===== config.mk =====
export PLATFORM = sky130hd
export DESIGN_NAME = ep_match_sel
export DESIGN_NICKNAME = d
export VERILOG_FILES = /design/src/rtl/ep_sel_pkg.sv /design/src/rtl/ep_cfg_regs.sv /design/src/rtl/ep_addr_gate.sv /design/src/rtl/ep_cand_vec.sv /design/src/rtl/ep_prio_pick.sv /design/src/rtl/ep_match_sel.sv
export SDC_FILE = /design/constraint.sdc
export NUM_CORES = 1
export LEC_CHECK = 0
export ABC_AREA = 1
export BUFFER_PORTS_ARGS = -buffer_cell sky130_fd_sc_hd__buf_2
export CAP_MARGIN = 0
export CORE_MARGIN = 4
export CORE_UTILIZATION = 30
export CTS_CLUSTER_DIAMETER = 80
export DETAILED_ROUTE_END_ITERATION = 16
export SYNTH_ARGS = -nofsm -noshare
export SYNTH_HDL_FRONTEND = slang
export SYNTH_HIERARCHICAL = 1
export SYNTH_SLANG_ARGS = --single-unit

===== constraint.sdc =====
create_clock -name clk -period 2.35 [get_ports clk]
set_clock_uncertainty 0.2 [all_clocks]
set_input_delay 0.235 -clock clk [delete_from_list [all_inputs] [get_ports clk]]
set_output_delay 0.235 -clock clk [all_outputs]
set_load 0.01 [all_outputs]

===== src/rtl/ep_sel_pkg.sv =====
package ep_sel_pkg;
  localparam int ADDR_W = 7;
  localparam int EPN_W  = 4;

  typedef enum logic [1:0] {
    TK_OUT   = 2'd0,
    TK_IN    = 2'd1,
    TK_SETUP = 2'd2,
    TK_RSVD  = 2'd3
  } tok_kind_e;

  // one endpoint control slot; bit layout matches the write port
  typedef struct packed {
    logic             iso;
    logic             en;
    logic [EPN_W-1:0] num;
  } ep_cfg_t;

  localparam int SLOT_W = $bits(ep_cfg_t);
endpackage


===== src/rtl/ep_cfg_regs.sv =====
module ep_cfg_regs
  import ep_sel_pkg::*;
#(
  parameter int N_EP      = 7,
  parameter int CFG_IDX_W = $clog2(N_EP + 1),
  parameter int CFG_W     = 8
) (
  input  logic                   clk,
  input  logic                   rst_n,
  input  logic                   cfg_wr,
  input  logic [CFG_IDX_W-1:0]   cfg_idx,
  input  logic [CFG_W-1:0]       cfg_data,
  output logic [ADDR_W-1:0]      fa_addr,
  output logic                   fa_en,
  output ep_cfg_t [N_EP-1:0]     ep_cfg
);
  localparam logic [CFG_IDX_W-1:0] FA_SLOT = CFG_IDX_W'(N_EP);

  always_ff @(posedge clk or negedge rst_n) begin
    if (!rst_n) begin
      fa_addr <= '0;
      fa_en   <= 1'b0;
      ep_cfg  <= '0;
    end else if (cfg_wr) begin
      if (cfg_idx == FA_SLOT) begin
        fa_addr <= cfg_data[ADDR_W-1:0];
        fa_en   <= cfg_data[ADDR_W];
      end
      for (int i = 0; i < N_EP; i++) begin
        if (cfg_idx == CFG_IDX_W'(i)) ep_cfg[i] <= ep_cfg_t'(cfg_data[SLOT_W-1:0]);
      end
    end
  end
endmodule


===== src/rtl/ep_addr_gate.sv =====
module ep_addr_gate
  import ep_sel_pkg::*;
(
  input  logic [ADDR_W-1:0] tok_addr,
  input  logic [ADDR_W-1:0] fa_addr,
  input  logic              fa_en,
  output logic              addr_hit
);
  always_comb addr_hit = fa_en && (tok_addr == fa_addr);
endmodule


===== src/rtl/ep_cand_vec.sv =====
module ep_cand_vec
  import ep_sel_pkg::*;
#(
  parameter int N_TX = 3,
  parameter int N_RX = 3,
  localparam int N_EP = 1 + N_TX + N_RX
) (
  input  logic              addr_hit,
  input  logic [EPN_W-1:0]  tok_ep,
  input  logic [1:0]        tok_kind,
  input  ep_cfg_t [N_EP-1:0] ep_cfg,
  input  logic [N_EP-1:0]   buf_full,
  input  logic [N_EP-1:0]   buf_empty,
  output logic [N_EP-1:0]   cand
);
  logic k_out, k_in, k_setup;
  always_comb begin
    k_out   = (tok_kind == TK_OUT);
    k_in    = (tok_kind == TK_IN);
    k_setup = (tok_kind == TK_SETUP);
  end

  for (genvar i = 0; i < N_EP; i++) begin : g_slot
    logic dir_ok, drained, num_hit;
    always_comb num_hit = ep_cfg[i].en && (ep_cfg[i].num == tok_ep);
    if (i == 0) begin : g_bidir
      always_comb begin
        dir_ok  = k_out || k_in || k_setup;
        drained = k_in ? buf_empty[i] : buf_full[i];
      end
    end else if (i <= N_TX) begin : g_tx
      always_comb begin
        dir_ok  = k_in;
        drained = buf_empty[i];
      end
    end else begin : g_rx
      always_comb begin
        dir_ok  = k_out;
        drained = buf_full[i];
      end
    end
    always_comb cand[i] = addr_hit && num_hit && dir_ok && !(ep_cfg[i].iso && drained);
  end
endmodule


===== src/rtl/ep_prio_pick.sv =====
module ep_prio_pick #(
  parameter int N_EP  = 7,
  localparam int IDX_W = $clog2(N_EP)
) (
  input  logic             clk,
  input  logic             rst_n,
  input  logic [N_EP-1:0]  cand,
  output logic             hit,
  output logic [IDX_W-1:0] idx
);
  always_comb begin
    hit = 1'b0;
    idx = '0;
    for (int i = N_EP - 1; i >= 0; i--) begin
      if (cand[i]) begin
        hit = 1'b1;
        idx = IDX_W'(i);
      end
    end
  end

  // the granted slot is a real candidate
  p_grant_real_r7: assert property (@(posedge clk) disable iff (!rst_n)
    hit |-> cand[idx]);
  // no lower-index candidate is passed over
  p_lowest_r7: assert property (@(posedge clk) disable iff (!rst_n)
    hit |-> ((cand & ((N_EP'(1) << idx) - N_EP'(1))) == '0));
endmodule


===== src/rtl/ep_match_sel.sv =====
module ep_match_sel
  import ep_sel_pkg::*;
#(
  parameter int N_TX  = 3,
  parameter int N_RX  = 3,
  localparam int N_EP      = 1 + N_TX + N_RX,
  localparam int IDX_W     = $clog2(N_EP),
  localparam int CFG_IDX_W = $clog2(N_EP + 1),
  localparam int CFG_W     = (ADDR_W + 1 > SLOT_W) ? ADDR_W + 1 : SLOT_W
) (
  input  logic                 clk,
  input  logic                 rst_n,
  input  logic                 cfg_wr,
  input  logic [CFG_IDX_W-1:0] cfg_idx,
  input  logic [CFG_W-1:0]     cfg_data,
  input  logic                 tok_valid,
  input  logic [ADDR_W-1:0]    tok_addr,
  input  logic [EPN_W-1:0]     tok_ep,
  input  logic [1:0]           tok_kind,
  input  logic [N_EP-1:0]      buf_full,
  input  logic [N_EP-1:0]      buf_empty,
  output logic                 sel_valid,
  output logic [IDX_W-1:0]     sel_idx
);
  localparam logic [IDX_W-1:0] LAST_TX = IDX_W'(N_TX);

  logic [ADDR_W-1:0]  fa_addr;
  logic               fa_en;
  ep_cfg_t [N_EP-1:0] ep_cfg;
  logic               addr_hit;
  logic [N_EP-1:0]    cand;
  logic               pick_hit;
  logic [IDX_W-1:0]   pick_idx;

  ep_cfg_regs #(.N_EP(N_EP), .CFG_IDX_W(CFG_IDX_W), .CFG_W(CFG_W)) u_regs (
    .clk(clk), .rst_n(rst_n), .cfg_wr(cfg_wr), .cfg_idx(cfg_idx),
    .cfg_data(cfg_data), .fa_addr(fa_addr), .fa_en(fa_en), .ep_cfg(ep_cfg)
  );

  ep_addr_gate u_addr (
    .tok_addr(tok_addr), .fa_addr(fa_addr), .fa_en(fa_en), .addr_hit(addr_hit)
  );

  ep_cand_vec #(.N_TX(N_TX), .N_RX(N_RX)) u_cand (
    .addr_hit(addr_hit), .tok_ep(tok_ep), .tok_kind(tok_kind), .ep_cfg(ep_cfg),
    .buf_full(buf_full), .buf_empty(buf_empty), .cand(cand)
  );

  ep_prio_pick #(.N_EP(N_EP)) u_pick (
    .clk(clk), .rst_n(rst_n), .cand(cand), .hit(pick_hit), .idx(pick_idx)
  );

  always_ff @(posedge clk or negedge rst_n) begin
    if (!rst_n) begin
      sel_valid <= 1'b0;
      sel_idx   <= '0;
    end else if (tok_valid) begin
      sel_valid <= pick_hit;
      sel_idx   <= pick_idx;
    end
  end

  // result held between strobes
  p_hold_r2: assert property (@(posedge clk) disable iff (!rst_n)
    !tok_valid |=> ($stable(sel_valid) && $stable(sel_idx)));
  // wrong or disabled address never matches
  p_addr_miss_r3: assert property (@(posedge clk) disable iff (!rst_n)
    (tok_valid && (!fa_en || tok_addr != fa_addr)) |=> !sel_valid);
  // a chosen slot is enabled and carries the token endpoint number
  p_slot_ok_r4: assert property (@(posedge clk) disable iff (!rst_n)
    pick_hit |-> (ep_cfg[pick_idx].en && ep_cfg[pick_idx].num == tok_ep));
  // IN tokens stay in the transmit group
  p_in_group_r5: assert property (@(posedge clk) disable iff (!rst_n)
    (tok_valid && tok_kind == TK_IN) |=> (!sel_valid || sel_idx <= LAST_TX));
  // OUT tokens stay in the receive group
  p_out_group_r5: assert property (@(posedge clk) disable iff (!rst_n)
    (tok_valid && tok_kind == TK_OUT) |=> (!sel_valid || sel_idx == '0 || sel_idx > LAST_TX));
  // reserved kind never matches
  p_rsvd_r5: assert property (@(posedge clk) disable iff (!rst_n)
    (tok_valid && tok_kind == TK_RSVD) |=> !sel_valid);
  // SETUP goes only to slot 0
  p_setup_r6: assert property (@(posedge clk) disable iff (!rst_n)
    (tok_valid && tok_kind == TK_SETUP) |=> (!sel_valid || sel_idx == '0));
  // a full isochronous receive slot is never chosen
  p_iso_full_r8: assert property (@(posedge clk) disable iff (!rst_n)
    (pick_hit && pick_idx > LAST_TX && ep_cfg[pick_idx].iso) |-> !buf_full[pick_idx]);
endmodule


==> impl_metrics.csv, run 1 <==
group,metric,value,unit
min_path,hold_depth,3,
setup_path,slowest_delay,0.38,ns
timing,maxSlewHeadroom,62.5,%
clock_network,path_clk_slew,0.11,ns
clock_network,cts_buffer_depth,2,
power,power_switching,0.724,mW
timing,final-setup-viol-count,0,
yosys,synth.distinct_cells,21,
setup_path,crit_fanout,7,
clock_network,clkLatencyLatePin,0.31,ns
layout,layout_commonest_cell,"nand2_1",
route,wl,8180,microns
timing,hold_viol,0,
route,drtPass1Iterations,4,
yosys,synth_seq_cells,54,
clock_network,cts-root-buf,"clkbuf_8",
global_route,grt_pass1_vias,2803,
route,wire_per_inst,12.5,microns
place,gp_congestion,0.815,
global_route,grtUsageTotal,14.8,%
power,max-vdd-ir-drop,0.370,mV
clock_network,tritoncts,"done",
floorplan,initial_core_util,31.2,%
outcome,status,"finished clean",
layout,antenna_cells,0,
floorplan,io_pins,46,
setup_path,cp-start-kind,"flip-flop",
timing,grt_setup_unrepaired,"no",
power,power.density,678,nW/um^2
setup_path,path_cells,"inv_1, nand2_1, nand2_1, nor2_1, nand2_1, nor2_1, buf_4, nand2_1, nor2_1, nand2_1, nor2_2, nand2_1, nand2_1, nand2_1, a21oi_2, nand2_1, nand2_1",
global_route,antenna_found_initial,0,
clock_network,numCtsBuffers,5,
layout,area_delta_synth_final,17.6,%
floorplan,core-area,9860,sq um
setup_path,reg2reg_from,"u_regs/fa_addr[5]",
setup_path,end_kind,"flip-flop",
power,power.share.combinational,19.3,%
setup_path,cp_data_required_time,2.42,ns
place,port_buffers,39,
global_route,grt_max_degree,37,
timing,slew_viol_final,0,
layout,n_fill_cell,1085,
yosys,netlist_instances,479,
setup_path,cpLargestDelayFamily,"simple AND/OR/NAND/NOR gates",
setup_path,setup.worst_path.class,"reg -> reg",
timing,fin_crit,2.08,ns
power,power_frac_seq,48.8,%
route,vias,2913,
clock_network,cts.sinks,54,
timing,period_share,88.5,%
layout,nNetsFinal,564,
yosys,synth.avg_cell_area,6.42,sq um
min_path,worstHoldPathType,"in -> reg",
floorplan,die_w,109,microns
timing,worstMarginPinSlew,0.561,ns
global_route,grt_pass1_wl,13400,microns
route,vias_per_cell,4.44,
clock_network,postCtsSetupBuffers,0,
setup_path,cp_common_cell,"nand2_1",
layout,final_layout_size_suffix_gt1_share,13.0,%
place,dpl.cell_count,644,
layout,finalNonFillerCells,656,
route,drt-initial-drc-count,184,
global_route,grt_overflow,0,
setup_path,slowest_stage,"dfrtp_1",
flow_run,cap_violations,0,
floorplan,fp-row-count,36,
timing,tns,0,ns
min_path,hp-start,"cfg_data[4]",
yosys,yosysSeqAreaShare,43.9,%
timing,fmax,481,MHz
yosys,ys_warn_count,6,
power,clockPowerShare,31.8,%
setup_path,cp.arrival,2.15,ns
power,p_leak,2.08,nW
power,swShare,29.5,%
route,ant_nets,0,
floorplan,die_area,11900,sq um
min_path,whs_endpoint,"u_regs/ep_cfg[22]",
setup_path,regToRegEndpoint,"sel_idx[0]",
setup_path,reg2reg_setup_slack,0.27,ns
place,place_hpwl,5880,microns
setup_path,reg2reg_depth,17,
yosys,syn_nets,521,
route,drc,0,
yosys,syn-cell-area,3080,sq um
power,internal-power,1.73,mW
layout,layout_common_cells,"nand2_1 (268), dfrtp_1 (54), inv_1 (52)",
setup_path,path_buf_inv,2,
clock_network,cts_max_level,2,
floorplan,die_y,109,microns
power by group through the flow:
stage	logic [mW]	registers, mW	clock network (mW)
floorplan	0.339	1.19	0
global placement	0.459	1.21	0
detailed placement	0.470	1.22	0
CTS	0.477	1.20	0.805
global route	0.559	1.23	0.834
finish	0.475	1.20	0.781
synthesized netlist by cell type:
cell type    n  area [sq um]
nand2_1    268          1010
dfrtp_1     54          1350
inv_1       52           195
nor2_1      40           150
nand3_1     27           135
inv_2        5          18.8
nor2_2       5          31.3
clkbuf_2     4          20.0
o211ai_1     4          30.0
buf_2        3          15.0
nor2_4       3          33.8
buf_4        2          15.0
clkbuf_1     2          7.51
o21ai_0      2          10.0
xnor2_1      2          17.5
a21oi_1      1          5.00
a21oi_2      1          8.76
clkinv_1     1          3.75
nand2_2      1          6.26
nand4_1      1          6.26
nor3_2       1          10.0
cell type report:
type | instances | area, sq um | share of cell area [%]
clock buffers | 6 | 82.6 | 2.28
clock inverters | 2 | 60.1 | 1.66
inverters | 58 | 218 | 6.02
multi-input cells | 356 | 1460 | 40.4
flip-flops and latches | 54 | 1350 | 37.3
well taps | 133 | 166 | 4.60
repair buffers | 47 | 278 | 7.68
through the flow:
stage	setup slack [ns]	total power, mW	util (%)	hold WS (ns)	area (sq um)
global placement	0.274	1.67	34.7	0.0210	3420
global route	0.00878	2.62	36.7	0.0327	3620
detailed placement	0.266	1.69	34.7	0.0218	3420
finish	0.271	2.45	36.7	0.0449	3620
floorplan	0.407	1.53	-	-0.261	3080
CTS	0.250	2.48	36.6	0.0413	3610
worst min-delay path: stages:
cell and delay, ns:
buf_2 0.17, nand2_1 0.08, nand2_1 0.04
per-layer routing:
layer	track usage (%)	share of wire, %	vias up
li1	-	-	1506
met4	2.85	0.22	0
met2	25.3	46	79
met1	19.3	47	1326
met5	0	0	-
met3	3.14	6.3	2
state kept, by name (all words and copies together) (netlist names):
register / flops
u_regs/ep_cfg: 42
sel_valid: 1
sel_idx: 3
u_regs/fa_en: 1
u_regs/fa_addr: 7
cell families (layout without fill, tap and decap cells):
kind of cell	after synthesis	after routing	synth area share, %
xor gates and xnor gates	2	2	0.569
AOI/OAI and AO/OA	8	8	1.75
DFF	54	54	43.9
and+or+nand+nor	346	346	44.8
buffers and inverters	69	113	8.95
worst max-delay path by stage:
| stage | slack [ns] | cells after the start | end | start |
|---|---|---|---|---|
| after CTS | 0.25 | 18 | sel_idx[0] | u_regs/fa_addr[4] |
| after detailed placement | 0.27 | 18 | sel_idx[0] | u_regs/fa_addr[4] |
| after floorplan | 0.41 | 17 | sel_idx[0] | u_regs/fa_addr[4] |
| final | 0.27 | 17 | sel_idx[0] | u_regs/fa_addr[5] |
| after global routing | 0.009 | 17 | sel_idx[0] | u_regs/fa_addr[5] |
| after global placement | 0.27 | 18 | sel_idx[0] | u_regs/fa_addr[4] |
what timing repair did:
item | 4_1_cts | 5_1_grt
hold buffers | 4 | 0
endpoints found under the hold margin | 24 | 0
endpoints found under the setup margin | 0 | 2
resized for setup | 0 | 3
Power figures use the tool's default switching activity.
==> run 2: changes to the inputs <==
--- a/config.mk
+++ b/config.mk
@@ -14,5 +14,4 @@
 export DETAILED_ROUTE_END_ITERATION = 16
 export SYNTH_ARGS = -nofsm -noshare
 export SYNTH_HDL_FRONTEND = slang
-export SYNTH_HIERARCHICAL = 1
 export SYNTH_SLANG_ARGS = --single-unit
==> run 2 against run 1 <==
Sequential cell count unchanged. Power down 7.2%. Global-route usage down 0.77 points. Critical endpoint is now sel_valid. Clock power down 31%. Sequential share of layout area up 0.74 points. Area after synthesis down 0.81%. Fmax up 37%. Synthesized cell count down 6.9%. Sequential power about the same. Utilization down 0.55 points. Critical path depth down 7.
==> impl_metrics.csv, run 2 <==
group,metric,value,unit
outcome,status,"finished clean",
timing,fmax,658,MHz
yosys,yosysTopAreaCellShare,44.3,%
route,drtPass1Iterations,4,
layout,layout_commonest_cell,"nand2_1",
global_route,grtUsageTotal,14.0,%
layout,fin_area,3550,sq um
layout,reg.largest.list,"u_regs.ep_cfg x42, u_regs.fa_addr x7, sel_idx x3",
place,place_hpwl,5840,microns
clock_network,tritoncts,"done",
setup_path,slowest_stage,"dfrtp_1",
clock_network,cts-root-buf,"clkbuf_8",
timing,worstMarginPinSlew,0.477,ns
route,drt-initial-drc-count,165,
power,total_power,2.28,mW
floorplan,fp-row-count,36,
yosys,ys_warn_count,0,
yosys,synth_flop_cell,"dfrtp_1",
route,vias,2734,
yosys,yosysSeqAreaShare,44.3,%
timing,maxSlewHeadroom,68.2,%
clock_network,cts.sinks,54,
setup_path,cp-start-kind,"flip-flop",
layout,layout_common_cells,"nand2_1 (181), o21ai_0 (55), dfrtp_1 (54)",
yosys,synth_compound_area_share,10.3,%
floorplan,die_y,109,microns
floorplan,core-area,9820,sq um
timing,final-setup-viol-count,0,
power,power.density,642,nW/um^2
route,ant_nets,0,
yosys,synth_common_cells,"nand2_1 (181), o21ai_0 (55), dfrtp_1 (54), inv_1 (53), nor2_1 (39)",
yosys,synth_area_leaders,"dfrtp_1 (44%), nand2_1 (22%), o21ai_0 (9.0%), inv_1 (6.5%), nor2_1 (4.8%)",
yosys,yosys.area_share.simple,34.1,%
timing,fin_crit,1.52,ns
timing,worst_slack,0.830,ns
timing,period_share,64.7,%
global_route,antenna_found_initial,0,
layout,final_layout_size_suffix_gt1_share,15.6,%
yosys,synth-xor-area-share,0.861,%
setup_path,slowest_delay,0.39,ns
clock_network,cts_max_level,2,
floorplan,die_area,11800,sq um
yosys,synth_most_common_cell,"nand2_1",
timing,tns,0,ns
flow_run,cap_violations,0,
global_route,grt_pass1_vias,2672,
place,pre_cts_slack,0.662,ns
place,dpl_cell_area,3370,sq um
clock_network,numCtsBuffers,5,
setup_path,setup.worst_path.class,"reg -> reg",
yosys,ys_async_sr_fraction,100,%
yosys,syn_nets,488,
timing,slew_viol_final,0,
setup_path,path_cells,"inv_1, nand2_1, nand2_1, nor2_1, nand3_1, nand2_1, o21ai_1, nand3_1, nand2_1, inv_1",
clock_network,clkLatencyLatePin,0.31,ns
layout,largest_reg_flops,42,
yosys,synth.avg_cell_area,6.84,sq um
route,wire_per_inst,12.2,microns
yosys,synth-edff-count,0,
clock_network,postCtsSetupBuffers,0,
setup_path,crit_fanout,3,
yosys,synth.largest_area_cell,"dfrtp_1",
floorplan,die_w,109,microns
yosys,synthAdderAreaFrac,0,%
min_path,worstHoldPathType,"in -> reg",
setup_path,end_kind,"flip-flop",
layout,antenna_cells,0,
route,vias_per_cell,4.37,
place,gp_congestion,0.881,
timing,grt_setup_unrepaired,"no",
floorplan,io_pins,46,
layout,top_register,"u_regs.ep_cfg",
setup_path,cp_common_cell,"nand2_1",
setup_path,cpLargestDelayFamily,"simple AND/OR/NAND/NOR gates",
global_route,grt_max_degree,22,
layout,n_fill_cell,1097,
power,p_leak,1.93,nW
place,port_buffers,39,
clock_network,path_clk_slew,0.10,ns
global_route,grt_pass1_wl,12800,microns
setup_path,cp.arrival,1.54,ns
power,max-vdd-ir-drop,0.258,mV
route,drc,0,
yosys,netlist_instances,446,
floorplan,initial_core_util,31.1,%
yosys,synth.distinct_cells,28,
yosys,muxShareOfSynthArea,0.369,%
setup_path,path_buf_inv,2,
yosys,synth_seq_cells,54,
yosys,synth_top_family_by_area,"simple AND/OR/NAND/NOR gates",
layout,nNetsFinal,534,
timing,hold_viol,0,
route,wl,7620,microns
global_route,grt_overflow,0,
yosys,syn-cell-area,3050,sq um
layout,area_delta_synth_final,16.3,%
clock_network,cts_buffer_depth,2,
setup_path,cp_data_required_time,2.37,ns
[run 2: changes by cell type after synthesis, sizes merged, moves of 5 or more]
cell / before / now
o21ai: 2 / 56
inv: 57 / 62
nand2: 269 / 188
nand3: 27 / 11
[run 2: routing by layer]
| metal | vias up | GRT usage, % | wire length [microns] | share of wire, % |
|---|---|---|---|---|
| li1 | 1441 | - | - | - |
| met4 | 0 | 3.97 | 57 | 0.75 |
| met5 | - | 0 | 0 | 0 |
| met3 | 6 | 2.25 | 374 | 4.9 |
| met2 | 49 | 23.6 | 3610 | 47 |
| met1 | 1238 | 18.5 | 3580 | 47 |
[run 2: cells by family after synthesis]
logic type,count (synthesis)
AOI/OAI and AO/OA,61
buffers and inverters,74
and+or+nand+nor,253
muxes,1
DFF,54
xor gates and xnor gates,3
[run 2: final timing paths]
path	start	end	slack, ns	cells past startpoint
hold / removal	tok_valid	sel_idx[1]	0.02	4
min in group asynchronous	rst_n	sel_valid	0.21	2
setup / recovery	u_regs.ep_cfg[30]	sel_valid	0.83	10
hold reg to reg	u_regs.ep_cfg[23]	u_regs.ep_cfg[23]	0.29	2
max in group asynchronous	rst_n	u_regs.ep_cfg[21]	1.10	3
setup reg to reg	u_regs.ep_cfg[30]	sel_valid	0.83	10
[run 2: layout make-up]
class                      instances  area, sq um  area share [%]
clock inverter                     1         5.00           0.141
clock buffer                       7         86.3            2.43
inverter                          62          240            6.77
sequential                        54         1350            38.1
timing repair buffer              51          308            8.67
tap                              133          166            4.69
multi-input combinational        318         1390            39.2
[run 2: where the power goes]
group          switching, mW  internal (mW)
clock network          0.299          0.239
logic                  0.321          0.213
registers              0.111           1.09
[run 2: repair_timing]
action                     in CTS  in global routing
setup endpoints to repair       0                  0
hold endpoints to repair       27                  0
hold buffers                    9                  0
resized for setup               0                  0
[run 2: worst register-to-register path: stages, from the launching register on]
cell and delay (ns):
dfrtp_1 0.39, inv_1 0.10, nand2_1 0.08, nand2_1 0.07
nor2_1 0.04, nand3_1 0.07, nand2_1 0.08, o21ai_1 0.18
nand3_1 0.11, nand2_1 0.07, inv_1 0.03
[run 2: stage by stage]
step	hold slack, ns	cells	util [%]
after detailed placement	0.0213	609	34.3
after global routing	0.0464	626	36.1
after floorplan	-0.261	446	-
final	0.0213	626	36.1
after CTS	0.0152	626	36.1
after global placement	0.0295	609	34.3
==> run 3: changes to the inputs <==
==> constraint.sdc (replaced) <==
create_clock -name clk -period 1.4 [get_ports clk]
set_clock_uncertainty 0.2 [all_clocks]
set_input_delay 0.14 -clock clk [delete_from_list [all_inputs] [get_ports clk]]
set_output_delay 0.14 -clock clk [all_outputs]
set_load 0.01 [all_outputs]
==> run 3 against run 2 <==
The flow now finishes with violations (negative setup slack). Non-clock buffer count rose by 20. Combinational power rose by 93%. Sequential power rose by 68%. Highest routed layer unchanged. Power rose by 92%. Sequential cell count did not move. Cell count rose by 3.2%. Clock power rose by 140%. Sequential share of layout area fell by 2.6 points. Worst setup slack got worse by 0.97 ns. Wire length rose by 8.2%. Via count rose by 4.7%. Register-to-register slack got worse by 0.97 ns.
==> impl_metrics.csv, run 3 (synthesis gave the netlist of run 2 again) <==
group,metric,value,unit
setup_path,setup.worst_path.class,"reg -> reg",
layout,layout_common_cells,"nand2_1 (173), o21ai_0 (54), dfrtp_1 (54)",
route,wire_per_inst,12.8,microns
setup_path,cp-start-kind,"flip-flop",
floorplan,die_area,11800,sq um
setup_path,cp_common_cell,"nand2_1",
layout,area_delta_synth_final,24.9,%
setup_path,crit_fanout,5,
layout,seqCellArea,1350,sq um
layout,top_register,"u_regs.ep_cfg",
clock_network,clkLatencyLatePin,0.32,ns
route,vias_per_cell,4.43,
layout,final_layout_size_suffix_gt1_share,21.6,%
floorplan,core-area,9820,sq um
setup_path,slowest_delay,0.39,ns
layout,nNetsFinal,554,
timing,worst_slack,-0.140,ns
floorplan,die_w,109,microns
setup_path,cp_data_required_time,1.45,ns
timing,grt_setup_unrepaired,"yes",
route,ant_nets,0,
floorplan,fp-row-count,36,
clock_network,cts_buffer_depth,2,
clock_network,cts.sinks,54,
place,dpl.cell_count,627,
clock_network,tritoncts,"done",
timing,final-setup-viol-count,4,
floorplan,io_pins,46,
global_route,grt_max_degree,43,
clock_network,path_clk_slew,0.11,ns
route,drt-initial-drc-count,129,
power,power.density,1150,nW/um^2
timing,maxSlewHeadroom,70.9,%
timing,slew_viol_final,0,
global_route,antenna_found_initial,0,
place,place_hpwl,6110,microns
floorplan,initial_core_util,31.1,%
global_route,grt_pass1_vias,2847,
setup_path,slowest_stage,"dfrtp_1",
setup_path,end_kind,"flip-flop",
place,gp_congestion,0.843,
route,vias,2863,
layout,layout_commonest_cell,"nand2_1",
power,p_leak,2.06,nW
layout,largest_reg_flops,42,
place,pre_cts_slack,-0.131,ns
flow_run,cap_violations,0,
setup_path,cpLargestDelayFamily,"simple AND/OR/NAND/NOR gates",
power,max-vdd-ir-drop,0.458,mV
timing,period_share,110,%
layout,finalNonFillerCells,646,
layout,multi_input_area,1430,sq um
timing,fin_crit,1.54,ns
layout,reg.largest.list,"u_regs.ep_cfg x42, u_regs.fa_addr x7, sel_idx x3",
outcome,status,"finished with violations",
global_route,grt_pass1_wl,13900,microns
clock_network,cts-root-buf,"clkbuf_8",
setup_path,cp.arrival,1.59,ns
route,drtPass1Iterations,4,
layout,antenna_cells,0,
timing,fmax,649,MHz
outcome,violations,"negative setup slack",
setup_path,path_buf_inv,0,
clock_network,numCtsBuffers,5,
timing,worstMarginPinSlew,0.436,ns
floorplan,die_y,109,microns
place,port_buffers,39,
route,wl,8240,microns
min_path,worstHoldPathType,"in -> async",
route,drc,0,
global_route,grt_overflow,0,
global_route,grtUsageTotal,15.1,%
layout,n_fill_cell,1064,
timing,hold_viol,0,
clock_network,cts_max_level,2,
setup_path,path_cells,"nand2_1, nand2_1, nor2_2, nand2_2, nor2_8, nand3_2, nand2_1, nand2_1, nand2_1, nand2_1, nand2_1",
-- run 3: cell types whose count changed in the layout (fill, tap and decap cells not counted), moves of 2 or more --
cell       change
nor2_1         -4
buf_12         +2
nand2_1        -8
bufinv_16      +2
buf_4         +17
nor2_2         +4
nand2_2        +8
-- run 3: cell type report --
type / count / area share [%]
Clock inverter: 2 / 1.58
Clock buffer: 6 / 2.17
Sequential cell: 54 / 35.4
Tap cell: 133 / 4.36
Inverter: 62 / 6.30
Multi-Input combinational cell: 318 / 37.4
Timing Repair Buffer: 71 / 12.7
-- run 3: per-layer routing --
metal	routed length, microns	global-route usage (%)
met5	0	0
met4	95	3.16
met3	398	2.19
met2	3890	25.2
met1	3860	20.7
-- run 3: worst register-to-register path: stages (launching register included) --
cell     delay, ns
dfrtp_1       0.39
nand2_1       0.09
nand2_1       0.07
nor2_2        0.12
nand2_2       0.09
nor2_8        0.16
nand3_2       0.08
nand2_1       0.07
nand2_1       0.05
nand2_1       0.05
nand2_1       0.05
nand2_1       0.05
-- run 3: per-stage QoR --
stage	util (%)	instance area (sq um)	power (mW)	setup TNS [ns]	hold slack, ns
detailed placement	35.9	3530	3.03	-0.445	-0.125
floorplan	-	3050	2.67	0	-0.356
CTS	38.5	3780	4.36	-0.386	0.0695
global placement	35.9	3530	3.00	-0.429	-0.135
global route	38.8	3810	4.65	-1.02	0.0879
finish	38.8	3810	4.37	-0.459	0.0469
-- run 3: final timing paths --
path | start | endpoint | slack, ns | cells after the start
worst min register to register | sel_idx[1] | sel_idx[1] | 0.29 | 2
worst max register to register | u_regs.fa_addr[1] | sel_idx[0] | -0.14 | 11
worst max-delay path | u_regs.fa_addr[1] | sel_idx[0] | -0.14 | 11
worst min-delay path | rst_n | u_regs.ep_cfg[40] | 0.05 | 2
max in group asynchronous | rst_n | u_regs.ep_cfg[21] | 0.40 | 3
min in group clk | cfg_idx[0] | u_regs.fa_en | 0.10 | 4
-- run 3: power breakdown --
group	switching, mW	internal (mW)
sequential	0.196	1.84
combinational	0.581	0.446
clock	0.543	0.763
-- run 3: repair_timing --
action,CTS,global route
hold buffers,10,0
setup endpoints to repair,4,4
resized for setup,4,11
setup buffers,0,1
hold endpoints to repair,66,0
pin swaps,2,10
